==> src/rtl/irq_route_pkg.sv <==
package irq_route_pkg;
    // Word address map; the routing words start right after status.
    localparam int ADDR_W     = 3;
    localparam int ROUTE_BASE = 2;
    localparam logic [ADDR_W-1:0] A_MASK = 3'd0;
    localparam logic [ADDR_W-1:0] A_STAT = 3'd1;
endpackage

==> src/rtl/irq_sync.sv <==
module irq_sync #(
    parameter int W = 32
) (
    input  logic         clk,
    input  logic         rst_n,
    input  logic [W-1:0] d_i,
    output logic [W-1:0] q_o
);
    logic [W-1:0] meta_q;
    logic [W-1:0] sync_q;

    always_ff @(posedge clk or negedge rst_n) begin
        if (!rst_n) begin
            meta_q <= '0;
            sync_q <= '0;
        end else begin
            meta_q <= d_i;
            sync_q <= meta_q;
        end
    end

    assign q_o = sync_q;
endmodule

==> src/rtl/irq_regfile.sv <==
module irq_regfile
    import irq_route_pkg::*;
#(
    parameter int NSRC    = 32,
    parameter int DATA_W  = 32,
    parameter int FIELD_W = 4
) (
    input  logic                    clk,
    input  logic                    rst_n,
    input  logic                    wr_en,
    input  logic                    rd_en,
    input  logic [ADDR_W-1:0]       addr,
    input  logic [DATA_W-1:0]       wr_data,
    input  logic [NSRC-1:0]         status_i,
    output logic [DATA_W-1:0]       rd_data,
    output logic [NSRC-1:0]         mask_o,
    output logic [NSRC*FIELD_W-1:0] route_o
);
    localparam int NROUTE = (NSRC * FIELD_W) / DATA_W;
    localparam int ROUTE_LAST = ROUTE_BASE + NROUTE - 1;

    logic [NSRC-1:0]   mask_q;
    logic [DATA_W-1:0] word_v [NROUTE];

    always_ff @(posedge clk or negedge rst_n) begin
        if (!rst_n) begin
            mask_q <= '0;
        end else if (wr_en && addr == A_MASK) begin
            mask_q <= wr_data[NSRC-1:0];
        end
    end

    // Word k holds source group NROUTE-1-k (reverse order).
    for (genvar k = 0; k < NROUTE; k++) begin : g_word
        logic [DATA_W-1:0] q;
        always_ff @(posedge clk or negedge rst_n) begin
            if (!rst_n) begin
                q <= '0;
            end else if (wr_en && addr == ADDR_W'(ROUTE_BASE + k)) begin
                q <= wr_data;
            end
        end
        assign word_v[k] = q;
        assign route_o[(NROUTE-1-k)*DATA_W +: DATA_W] = q;
    end

    always_comb begin
        rd_data = '0;
        if (rd_en) begin
            if (addr == A_MASK) begin
                rd_data[NSRC-1:0] = mask_q;
            end else if (addr == A_STAT) begin
                rd_data[NSRC-1:0] = status_i;
            end
            for (int k = 0; k < NROUTE; k++) begin
                if (addr == ADDR_W'(ROUTE_BASE + k)) begin
                    rd_data = word_v[k];
                end
            end
        end
    end

    assign mask_o = mask_q;

    assert_mask_write_R2: assert property (@(posedge clk) disable iff (!rst_n)
        (wr_en && addr == A_MASK) |=> (mask_o == $past(wr_data[NSRC-1:0])));

    assert_status_ro_R3: assert property (@(posedge clk) disable iff (!rst_n)
        (wr_en && addr == A_STAT) |=> ($stable(mask_o) && $stable(route_o)));

    assert_low_group_last_word_R4: assert property (@(posedge clk) disable iff (!rst_n)
        (wr_en && addr == ADDR_W'(ROUTE_LAST)) |=> (route_o[DATA_W-1:0] == $past(wr_data)));

    assert_unmapped_write_R9: assert property (@(posedge clk) disable iff (!rst_n)
        (wr_en && addr > ADDR_W'(ROUTE_LAST)) |=> ($stable(mask_o) && $stable(route_o)));
endmodule

==> src/rtl/irq_router.sv <==
module irq_router #(
    parameter int NSRC    = 32,
    parameter int NLINE   = 8,
    parameter int FIELD_W = 4
) (
    input  logic                    clk,
    input  logic                    rst_n,
    input  logic [NSRC-1:0]         mask_i,
    input  logic [NSRC-1:0]         status_i,
    input  logic [NSRC*FIELD_W-1:0] route_i,
    output logic [NLINE-1:0]        line_o
);
    logic [NSRC-1:0]  pending;
    logic [NLINE-1:0] hit;
    logic [NLINE-1:0] line_q;

    assign pending = mask_i & status_i;

    // Code 0 and codes at or above NLINE never match a driven line.
    for (genvar j = 0; j < NLINE; j++) begin : g_line
        if (j == 0) begin : g_idle
            assign hit[j] = 1'b0;
        end else begin : g_drv
            logic [NSRC-1:0] sel;
            always_comb begin
                for (int s = 0; s < NSRC; s++) begin
                    sel[s] = (route_i[s*FIELD_W +: FIELD_W] == FIELD_W'(j));
                end
            end
            assign hit[j] = |(sel & pending);
        end
    end

    always_ff @(posedge clk or negedge rst_n) begin
        if (!rst_n) begin
            line_q <= '0;
        end else begin
            line_q <= hit;
        end
    end

    assign line_o = line_q;

    assert_mask_off_quiet_R5: assert property (@(posedge clk) disable iff (!rst_n)
        (mask_i == '0) |=> (line_o == '0));

    assert_line0_never_R6: assert property (@(posedge clk) disable iff (!rst_n)
        !line_o[0]);

    assert_level_drop_R8: assert property (@(posedge clk) disable iff (!rst_n)
        (status_i == '0) |=> (line_o == '0));
endmodule

==> src/rtl/irq_route_ctrl.sv <==
module irq_route_ctrl
    import irq_route_pkg::*;
#(
    parameter int NSRC    = 32,
    parameter int NLINE   = 8,
    parameter int FIELD_W = 4,
    parameter int DATA_W  = 32
) (
    input  logic              clk,
    input  logic              rst_n,
    input  logic [NSRC-1:0]   src_i,
    input  logic              wr_en,
    input  logic              rd_en,
    input  logic [ADDR_W-1:0] addr,
    input  logic [DATA_W-1:0] wr_data,
    output logic [DATA_W-1:0] rd_data,
    output logic [NLINE-1:0]  irq_o
);
    localparam int RW = NSRC * FIELD_W;

    logic [NSRC-1:0] status;
    logic [NSRC-1:0] mask;
    logic [RW-1:0]   route;

    irq_sync #(.W(NSRC)) u_sync (
        .clk   (clk),
        .rst_n (rst_n),
        .d_i   (src_i),
        .q_o   (status)
    );

    irq_regfile #(.NSRC(NSRC), .DATA_W(DATA_W), .FIELD_W(FIELD_W)) u_regs (
        .clk      (clk),
        .rst_n    (rst_n),
        .wr_en    (wr_en),
        .rd_en    (rd_en),
        .addr     (addr),
        .wr_data  (wr_data),
        .status_i (status),
        .rd_data  (rd_data),
        .mask_o   (mask),
        .route_o  (route)
    );

    irq_router #(.NSRC(NSRC), .NLINE(NLINE), .FIELD_W(FIELD_W)) u_route (
        .clk      (clk),
        .rst_n    (rst_n),
        .mask_i   (mask),
        .status_i (status),
        .route_i  (route),
        .line_o   (irq_o)
    );
endmodule

==> config.mk <==
export PLATFORM = sky130hd
export DESIGN_NAME = irq_route_ctrl
export DESIGN_NICKNAME = d
export VERILOG_FILES = /design/src/rtl/irq_route_pkg.sv /design/src/rtl/irq_sync.sv /design/src/rtl/irq_regfile.sv /design/src/rtl/irq_router.sv /design/src/rtl/irq_route_ctrl.sv
export SDC_FILE = /design/constraint.sdc
export NUM_CORES = 1
export LEC_CHECK = 0
export BUFFER_PORTS_ARGS = -buffer_cell sky130_fd_sc_hd__buf_2
export CORE_UTILIZATION = 60
export DETAILED_ROUTE_END_ITERATION = 8
export PLACE_DENSITY = 0.85
export SLEW_MARGIN = 20
export SYNTH_ARGS = -nofsm -noshare
export SYNTH_HDL_FRONTEND = slang
export SYNTH_SLANG_ARGS = --single-unit
==> constraint.sdc <==
create_clock -name clk -period 2.5 [get_ports clk]
set_input_delay 0.5 -clock clk [delete_from_list [all_inputs] [get_ports clk]]
set_output_delay 0.5 -clock clk [all_outputs]
set_load 0.02 [all_outputs]
# == After elaboration in Yosys (flattened, before gate mapping) ==
# Cells that the tools add are included.
# op_classes
bitwise_logic,8
mux,7
eq_ne,229
n_reduce_logical,13
# op_table
op,n
$eq 4x3->1 const B,128
$and 32x32->32,8
$eq 4x2->1 const B,64
$mux 32,7
$reduce_or 32->1,7
$eq 4x1->1 const B,32
$eq 3x2->1 const B,2
$eq 3x3->1 const B,2
$logic_and 1x1->1,5
$eq 3x1->1 const B,1
$logic_not 3->1,1
# word_totals
register_bits,231
in_bits,71
word_cells,265

# == Logic depth before layout (Yosys ltp) ==
# Gate-level depths: netlist of run 1.
# depth
depth_word,8
mapped_depth,7

# == By module ==
# Synthesis of run 1 repeated with hierarchy kept, for this count alone.
# hier_totals
hier_cells,1004
area_unflattened_um2,11858.9
# by_module_without_submodules
mod,area_each_um2,seq_area_each_um2,instances,cells_per_inst
irq_regfile,7833.8,4003.8,1,608
irq_router,2423.6,175.2,1,332
irq_sync,1601.5,1601.5,1,64

# == Least setup slack after synthesis of run 1 ==
# No wires, ideal clock.
# synth_path
kind,input port to output port
start,in addr[0]
end,out rd_data[19]
stages,6
t_required_ps,2000
path_buffers,2
arrival_ps,1719
path_slack_ps,281
cell_sequence,buf_4 buf_6 mux4_2 inv_1 o22ai_1 and2_1
# synth_between
elab_chain_cells,8
elab_cells_between_ends,13
cone_classes,eq/ne (5); mux (7); reduce/logical (1)
# synth_rtl
element,line,text
"start, declared",irq_route_ctrl.sv:14,"input logic [ADDR_W-1:0] addr,"
$eq 3x1->1,irq_regfile.sv:52,end else if (addr == A_STAT) begin
$mux 32,irq_regfile.sv:52,
$mux 32,irq_regfile.sv:50,if (addr == A_MASK) begin
$mux 32 (3 in series),irq_regfile.sv:56,if (addr == ADDR_W'(ROUTE_BASE + k)) begin
$mux 32 (*),irq_regfile.sv:56,
$mux 32 (*),irq_regfile.sv:49,if (rd_en) begin
"end, declared",irq_route_ctrl.sv:16,"output logic [DATA_W-1:0] rd_data,"
# Every way passes the cells marked *; elsewhere a longest branch is shown, timed or not.

# == Worst setup path in the final report of run 1 ==
# layout_path
start,"reg u_regs.mask_q[3], in the netlist u_regs.mask_o[3]"
end,out rd_data[3]
# layout_between
elab_chain_cells,6
# layout_rtl
element,line,text
"start, declared",irq_regfile.sv:22,logic [NSRC-1:0] mask_q;
"start signal, assigned",irq_regfile.sv:29,mask_q <= wr_data[NSRC-1:0];
$mux 32,irq_regfile.sv:50,
$mux 32 (4 in series),irq_regfile.sv:56,
$mux 32,irq_regfile.sv:49,
# Every way passes these cells.

==> results.cfg, run 1 <==
[die]
coreArea_um2 = 19700
start_util_pct = 61.9
dieArea_um2 = 20800
ios = 111
num_rows = 51
die_w_um = 144
dieHeight_um = 144

[power_and_ir_drop]
p_sw_w = 0.00400
pwr-share-clk_pct = 31.0
leakage_nw = 6.09
combPwrFrac_pct = 23.9
p_per_area_nw_per_um2 = 851
ir_drop_mv = 0.829
seq_power_share_pct = 45.1
p_int_w = 0.00818
swShare_pct = 32.8

[clock_network]
clkLatencyLatePin_ns = 0.53
path_clk_slew_ns = 0.06
clock_path_buffers = 3
cts_tree = done
root_buffer = clkbuf_16
cts_num_sinks = 231
cts_buffers = 24
htree_levels = 1

[place]
dp_cells = 1383
gp_congestion = 1.01
dp_slack_ns = 0.0843
dpl.hpwl_um = 30600
portBuffers = 109

[layout]
drive_gt1_share_pct = 38.6
seq_area_um2 = 5820
areaGrowthSynthToFinish_pct = 17.6
finalNetCount = 1227
antenna_cells = 0
final_cells = 1438
multi_input_area_um2 = 5900
nFillCells = 1320

[synth]
syn_nets = 1094
yosysTopAreaCellShare_pct = 47.6
ys_top_cells_by_count = 231 x dfrtp_1, 152 x mux2_2, 48 x nand3_1, 44 x inv_1, 43 x o22ai_1
synthCells = 1023
syn-cell-area_um2 = 12200
synth-seq-cells = 231
avgSynthCellArea_um2 = 11.9
synth-seq-area-share_pct = 47.6
synth_area_leader_cell = dfrtp_1
synth_warnings = 0
synth-main-ff-cell = dfrtp_1
synth_edf_count = 0
synth_area_leaders = dfrtp_1 48%, mux2_2 14%, mux4_2 5.9%
async_flop_share_pct = 100
synth_most_common_cell = dfrtp_1
synth.distinct_cells = 57

[detailed_routing]
drc = 0
wl_um = 42400
first_iter_violations = 1216
postRouteAntennaNets = 0
post_drt_via_cell_ratio = 6.92
vias = 9956
first_pass_iters = 6
post_drt_wl_per_cell_um = 29.5

[worst_hold_path]
min_path_cells = 1
min_from = src_i[18]
holdPathEnd = u_sync.meta_q[18]
hp-class = primary input to register

[sta]
timing.final.crit_share_pct = 99.2
worstMarginPinSlew_ns = 1.12
tns_ns = 0
fmax_ghz = 0.403
setup_viol = 0
fin_crit_ns = 2.48
skew_ns = 0.0135
drv_slew = 0
rsz0062_at_grt = true
fin_ws_ns = 0.0194
hold_violations = 0
relSlewSlack_pct = 24.1

[setup_path]
r2r_cells = 5
arrival_ns = 1.98
cp_max_fo = 4
required_ns = 2.00
rr_startpoint = u_regs.mask_o[29]
worstSetupStartpointType = register
criticalPathCategory = register to output pin
rrSetupSlack_ns = 0.26
worstSetupEndpointType = output pin
r2r-end = u_route.line_o[4]

[grt]
grt_pass1_wl_um = 61900
grt-ovfl-total = 0
antenna_found_initial = 0
grt_start_max_net_pins = 68
grt.total_usage_pct = 41.8
grt_pass1_vias = 9434

[job]
cap_violations = 0

[run_status]
outcome = complete, no violations
## flip-flops by register name (all words and copies together) (netlist names)
register         cells
u_regs.g_word.q    128
u_regs.mask_o       32
u_route.line_o       7
u_sync.meta_q       32
u_sync.q_o          32
## how the worst max path moves through the flow
stage                          startpoint     endpoint  slack [ns]  depth (start not counted)
finish                   u_regs.mask_o[3]   rd_data[3]        0.02                          5
global route        u_regs.g_word[1].q[1]   rd_data[1]      -0.009                          6
floorplan                         addr[0]  rd_data[19]        0.28                          6
CTS                        u_sync.q_o[28]  rd_data[28]       0.002                          5
detailed placement                addr[0]   rd_data[3]        0.08                          7
global placement                  addr[0]   rd_data[4]        0.12                          7
## layout make-up
cell class,count,share of cell area (%)
well taps,265,2.32
clock inverters,10,0.936
multi-input cells,677,41.3
repair buffers,177,8.64
inverters,45,1.18
clock buffers,33,4.93
flip-flops and latches,231,40.7
## power by group through the flow
stage	logic, W	clock network [W]	registers [W]
final	0.00291	0.00378	0.00549
after global routing	0.00307	0.00393	0.00555
after CTS	0.00272	0.00380	0.00546
after detailed placement	0.00268	0	0.00551
after global placement	0.00263	0	0.00547
after floorplan	0.00190	0	0.00500
## placed cells by master, fill, tap and decap left out, types with 5 or more instances in the layout
cell       Yosys  layout
buf_12         0      12
buf_4          3      57
dfrtp_2        0      34
nand2_1       36      36
mux2i_1       32      32
o32ai_1        9       9
nand4b_1      31      31
mux4_2        32      32
mux2_1         6       6
nor4bb_1      26      26
nand2b_1       6       6
nor4_1        24      24
inv_1         44      41
nand3_1       48      48
nand3b_1      35      35
clkbuf_16      0      25
or4_1          7       7
mux2_2       152     152
dfrtp_1      231     197
and2_1        33      33
clkbuf_8       0       5
nor2_1         6       6
buf_2         26     104
nor2b_1       11      11
nor3_1        39      39
nand4_1       19      19
o22ai_1       43      43
nor3b_1       38      38
## metrics by stage
step / area (µm²) / total power [W] / util [%] / hold slack (ns)
final: 14300 / 0.0122 / 72.8 / 0.0731
after global routing: 14300 / 0.0125 / 72.8 / 0.0601
after detailed placement: 13300 / 0.00819 / 67.7 / 0.335
after CTS: 14200 / 0.0120 / 72.1 / 0.0598
after floorplan: 12200 / 0.00690 / - / 0.204
after global placement: 13300 / 0.00809 / 67.7 / 0.332
## cell families (layout without fill, tap and decap cells)
logic type | count (synthesis) | count (layout) | synth area share, %
and+or+nand+nor | 382 | 382 | 20.9
AOI/OAI and AO/OA | 72 | 72 | 4.25
other | 1 | 1 | 0.0308
DFF | 231 | 231 | 47.6
muxes | 222 | 222 | 23.2
buffers and inverters | 115 | 265 | 4.04
## critical path: stages (launching register included)
cell and delay, ns:
dfrtp_1 0.47, mux4_2 0.51, inv_2 0.06, o22ai_1 0.08
and2_1 0.19, buf_4 0.16
## layer usage
layer / up-vias / track usage, % / routed length (µm)
li1: 4130 / - / -
met1: 5054 / 60.7 / 17200
met2: 660 / 65.2 / 19500
met3: 112 / 5.99 / 4130
met4: 0 / 13.0 / 1620
met5: - / 0 / 0
## timing repair
action / in CTS / in global routing
hold buffers: 1 / 0
endpoints found under the hold margin: 58 / 0
endpoints found under the setup margin: 8 / 20
setup buffers: 1 / 11
resized for setup: 7 / 35
(Power assumes the default switching activity.)
==> run 2, diff against run 1 <==
Settings changed: CORE_MARGIN set to 3, CORE_UTILIZATION 60 to 54, PLACE_DENSITY 0.85 to 0.81, TNS_END_PERCENT set to 1.
Clock period 2.5 ns to 2.1 ns, I/O delays scaled along.
==> run 2 against run 1 <==
  * The run now ends with setup timing left
  * Critical path depth grew 1
  * Cell count up 9.2%
  * Final area grew 8.3%
  * Die area increased by 17%
  * Via count is 3.2% higher
  * Worst setup slack lost 0.32 ns
  * Global-route usage decreased by 5.7 points
  * Worst hold slack better by 0.11 ns
  * Routed wire length is 4.4% higher
  * Critical path type unchanged
  * Largest cell class unchanged
  * Highest routed layer unchanged
==> results.cfg, run 2 (synthesis gave the netlist of run 1 again) <==
[place]
portBuffers = 109
dp_cells = 1480
placed_area_um2 = 14000
dpl.hpwl_um = 33000
gp_congestion = 1.04

[layout]
final_cell_mix = 193 x dfrtp_1, 152 x mux2_2, 133 x buf_4, 90 x buf_2, 48 x nand3_1
final_cells = 1570
nFillCells = 1482
drive_gt1_share_pct = 44.1
layout_commonest_cell = dfrtp_1
final_cell_area_um2 = 15500
areaGrowthSynthToFinish_pct = 27.5
finalNetCount = 1346
largest-register = u_regs.g_word.q
largest_reg_flops = 128

[power_and_ir_drop]
pwr-share-clk_pct = 29.7
p_int_w = 0.0101
leakage_nw = 6.67
swShare_pct = 32.4
p_per_area_nw_per_um2 = 969
p_sw_w = 0.00487
seq_power_share_pct = 42.3
ir_drop_mv = 0.817
combPwrFrac_pct = 27.9

[detailed_routing]
met1Wirelength_um = 18000
post_drt_wl_per_cell_um = 28.2
postRouteAntennaNets = 0
post_drt_via_cell_ratio = 6.55
first_iter_violations = 1198
first_pass_iters = 6
routed.top_layer = met4
wl_met3_um = 4020
vias = 10300
wl_um = 44300
wl_met2_um = 20300
drc = 0

[clock_network]
clkLatencyLatePin_ns = 0.53
clock_path_buffers = 3
root_buffer = clkbuf_16
cts_num_sinks = 231
htree_levels = 1
path_clk_slew_ns = 0.06
cts_buffers = 25
cts_tree = done

[setup_path]
arrival_ns = 1.98
required_ns = 1.68
cp-startpoint = u_regs.g_word[0].q[22]
rr_startpoint = u_sync.q_o[25]
cp_max_fo = 3
worstSetupEndpointType = output pin
worstSetupStartpointType = register
criticalPathCategory = register to output pin

[die]
dieArea_um2 = 24300
coreArea_um2 = 22000
start_util_pct = 55.4
num_rows = 54
dieHeight_um = 156
die_w_um = 156
ios = 111

[sta]
fin_crit_ns = 2.40
hold_ws_ns = 0.185
setup_viol = 34
fmax_ghz = 0.416
skew_ns = 0.0115
fin_ws_ns = -0.302
worstMarginPinSlew_ns = 0.937
drv_slew = 0
timing.final.crit_share_pct = 114
rsz0062_at_grt = true
relSlewSlack_pct = 36.7
hold_violations = 0

[run_status]
outcome = finished, violations left
violations = setup timing

[grt]
grt_start_max_net_pins = 64
grt.total_usage_pct = 36.1
grt_pass1_wl_um = 65700
grt_pass1_vias = 10400
antenna_found_initial = 0
grt-ovfl-total = 0

[job]
cap_violations = 0

[worst_hold_path]
min_from = wr_data[18]
hp-class = primary input to register
[run 2: power groups by stage]
stage	logic, W	clock network (W)	registers [W]
global route	0.00443	0.00468	0.00642
global placement	0.00371	0	0.00630
CTS	0.00394	0.00451	0.00631
detailed placement	0.00378	0	0.00635
floorplan	0.00226	0	0.00595
finish	0.00419	0.00446	0.00635
[run 2: routing by layer]
layer  GRT usage (%)  vias up
met2            56.3      608
li1                -     4376
met5               0        -
met4            12.3        0
met1            52.0     5168
met3            5.85      126
[run 2: per-stage QoR]
| step | total power, W | setup TNS, ns | setup WS [ns] | util, % |
|---|---|---|---|---|
| 2_1_floorplan | 0.00821 | 0 | 0.0412 | - |
| 6_report | 0.0150 | -7.82 | -0.302 | 70.6 |
| 3_3_place_gp | 0.0100 | -1.07 | -0.0895 | 63.7 |
| 3_5_place_dp | 0.0101 | -1.72 | -0.105 | 63.7 |
| 4_1_cts | 0.0148 | -8.35 | -0.300 | 69.5 |
| 5_1_grt | 0.0155 | -9.25 | -0.351 | 70.6 |
[run 2: final cells by class]
type | count | area (µm²) | area share (%)
well taps | 280 | 350 | 2.26
inverters | 45 | 169 | 1.09
clock buffers | 34 | 699 | 4.51
flip-flops and latches | 231 | 5830 | 37.6
diodes | 1 | 2.50 | 0.0161
clock inverters | 7 | 119 | 0.767
multi-input cells | 677 | 5970 | 38.5
repair buffers | 295 | 2350 | 15.2
[run 2: critical path: stages, from the launching register on]
cell,delay [ns]
dfrtp_1,0.40
buf_6,0.13
mux4_2,0.46
inv_2,0.06
o22ai_1,0.08
and2_1,0.19
buf_6,0.13
[run 2: path summary, 6_finish.rpt]
path	to	slack, ns	cells past startpoint
setup / recovery	rd_data[22]	-0.30	6
hold / removal	u_regs.g_word[2].q[18]	0.19	3
setup reg to reg	u_route.line_o[4]	-0.06	5
hold reg to reg	u_sync.q_o[31]	0.35	0
max in group asynchronous	u_regs.mask_o[28]	1.02	3
min in group asynchronous	u_regs.mask_o[2]	0.39	2
[run 2: what timing repair did]
action                     4_1_cts  5_1_grt
hold buffers                    33        0
gates resized for setup         56       55
hold endpoints to repair        67        0
setup buffers                    5       10
pin swaps                        1       15
setup endpoints to repair       32       36
==> run 3, diff against run 2 <==
Settings changed: BUFFER_PORTS_ARGS -buffer_cell sky130_fd_sc_hd__buf_2 to not set, CORE_MARGIN 3 to not set, CORE_UTILIZATION 54 to 58, DONT_BUFFER_PORTS set to 1.
==> run 3 against run 2 <==
  * Combinational power shrank 24%
  * Worst setup slack gained 0.071 ns
  * The run ends with hold timing, setup timing left
  * Sequential power grew 4.1%
  * Clock power grew 4%
  * Clock skew shrank 0.00067 ns
==> results.cfg, run 3 (synthesis gave the netlist of run 1 again) <==
[power_and_ir_drop]
p_per_area_nw_per_um2 = 1020
power_w = 0.0145
ir_drop_mv = 0.750
leakage_nw = 5.77

[clock_network]
path_clk_slew_ns = 0.06
hold_buffers = 32
cts_num_sinks = 231
cts_tree = done
clkLatencyLatePin_ns = 0.53
root_buffer = clkbuf_16
htree_levels = 1
cts_buffers = 24
clock_path_buffers = 3

[grt]
grt_start_max_net_pins = 232
grt_pass1_wl_um = 62900
antenna_found_initial = 1
grt-ovfl-total = 0
grt.total_usage_pct = 40.6
grt_pass1_vias = 9494

[layout]
finalNetCount = 1156
final_cells = 1373
nFillCells = 1456
drive_gt1_share_pct = 34.5
largest_reg_flops = 128
final_cell_mix = 188 x dfrtp_1, 152 x mux2_2, 64 x buf_4, 48 x nand3_1, 43 x dfrtp_2
layout_commonest_cell = dfrtp_1
antenna_cells = 0
areaGrowthSynthToFinish_pct = 16.2
largest-register = u_regs.g_word.q

[sta]
hold_violations = 231
hold_ws_ns = -0.405
fin_ws_ns = -0.231
relSlewSlack_pct = 33.1
fmax_ghz = 0.429
rsz0062_at_grt = true
skew_ns = 0.0108
fin_crit_ns = 2.33
timing.final.crit_share_pct = 111
worstMarginPinSlew_ns = 0.990
setup_viol = 32
drv_slew = 0

[die]
num_rows = 52
start_util_pct = 59.7
dieHeight_um = 147
coreArea_um2 = 20400
dieArea_um2 = 21500
die_w_um = 147
ios = 111

[setup_path]
worstSetupEndpointType = output pin
worstPathCellList = mux4_2, inv_2, o22ai_2, and2_4
cp_max_fo = 2
required_ns = 1.68
max_stage_delay_ns = 0.58
criticalPathCategory = register to output pin
worstSetupStartpointType = register
arrival_ns = 1.91
cp_slowest_cell = mux4_2

[detailed_routing]
first_pass_iters = 6
post_drt_wl_per_cell_um = 31.4
wl_um = 43100
post_drt_via_cell_ratio = 6.96
postRouteAntennaNets = 0
first_iter_violations = 1083
vias = 9558
drc = 0

[worst_hold_path]
hp-class = primary input to asynchronous set/reset pin

[place]
gp_congestion = 1.03
portBuffers = 0
dpl.hpwl_um = 30500
dp_cells = 1290

[job]
cap_violations = 0

[run_status]
violations = hold timing, setup timing
outcome = finished, violations left
==> run 3: path summary, 6_finish.rpt <==
path	startpoint	endpoint	slack, ns	cells after the start
hold reg to reg	u_sync.meta_q[22]	u_sync.q_o[22]	0.35	0
hold / removal	rst_n	u_sync.q_o[2]	-0.41	0
min in group clk	wr_data[18]	u_regs.g_word[2].q[18]	0.02	2
setup reg to reg	u_regs.g_word[3].q[27]	u_route.line_o[4]	0.11	5
setup / recovery	u_regs.g_word[1].q[28]	rd_data[28]	-0.23	4
max in group asynchronous	rst_n	u_regs.g_word[1].q[28]	2.02	0
==> run 3: timing repair <==
| action | in CTS | in global routing |
|---|---|---|
| hold endpoints to repair | 263 | 231 |
| setup endpoints to repair | 32 | 34 |
| cloned | 0 | 0 |
| gates resized for setup | 47 | 35 |
| pin swaps | 6 | 8 |
| buffers inserted | 5 | 4 |
==> run 3: power by group <==
| part | internal, W | switching [W] | leakage [nW] | total [W] |
|---|---|---|---|---|
| Sequential | 0.00529 | 0.00132 | 2.71 | 0.00661 |
| Clock | 0.00282 | 0.00184 | 0.419 | 0.00466 |
| Combinational | 0.00173 | 0.00145 | 2.65 | 0.00319 |
| Total | 0.00985 | 0.00461 | 5.77 | 0.0145 |
==> run 3: area by class of cell <==
type | instances | area, µm² | share of cell area (%)
clock buffer | 33 | 696 | 4.92
tap | 270 | 338 | 2.39
inverter | 45 | 169 | 1.20
sequential | 231 | 5830 | 41.3
clock inverter | 11 | 171 | 1.21
timing repair buffer | 106 | 966 | 6.84
multi-input combinational | 677 | 5950 | 42.1
==> run 3: through the flow <==
stage | cell area [µm²] | TNS, ns | utilization (%) | setup slack, ns | hold WS, ns
6_report | 14100 | -5.37 | 69.4 | -0.231 | -0.405
5_1_grt | 14100 | -6.49 | 69.4 | -0.246 | -0.422
4_1_cts | 14000 | -6.00 | 69.0 | -0.231 | -0.425
3_5_place_dp | 12800 | 0 | 62.7 | 0.0272 | 0.129
3_3_place_gp | 12800 | 0 | 62.7 | 0.0159 | 0.132
2_1_floorplan | 12200 | 0 | - | 0.0412 | 0.124
==> run 3: critical path, delay by kind of cell (launching register included) <==
family	cells	cell delay [ns]
DFF	1	0.46
buffers and inverters	1	0.09
and+or+nand+nor	1	0.17
AOI/OAI and AO/OA	1	0.08
muxes	1	0.58
==> run 3: routing by layer <==
metal	track usage, %	vias to the layer above	share of wire (%)
met5	0	-	0.021
met4	12.9	2	3.9
met3	11.1	102	11
met2	64.1	619	46
met1	54.8	4846	40
li1	-	3989	-
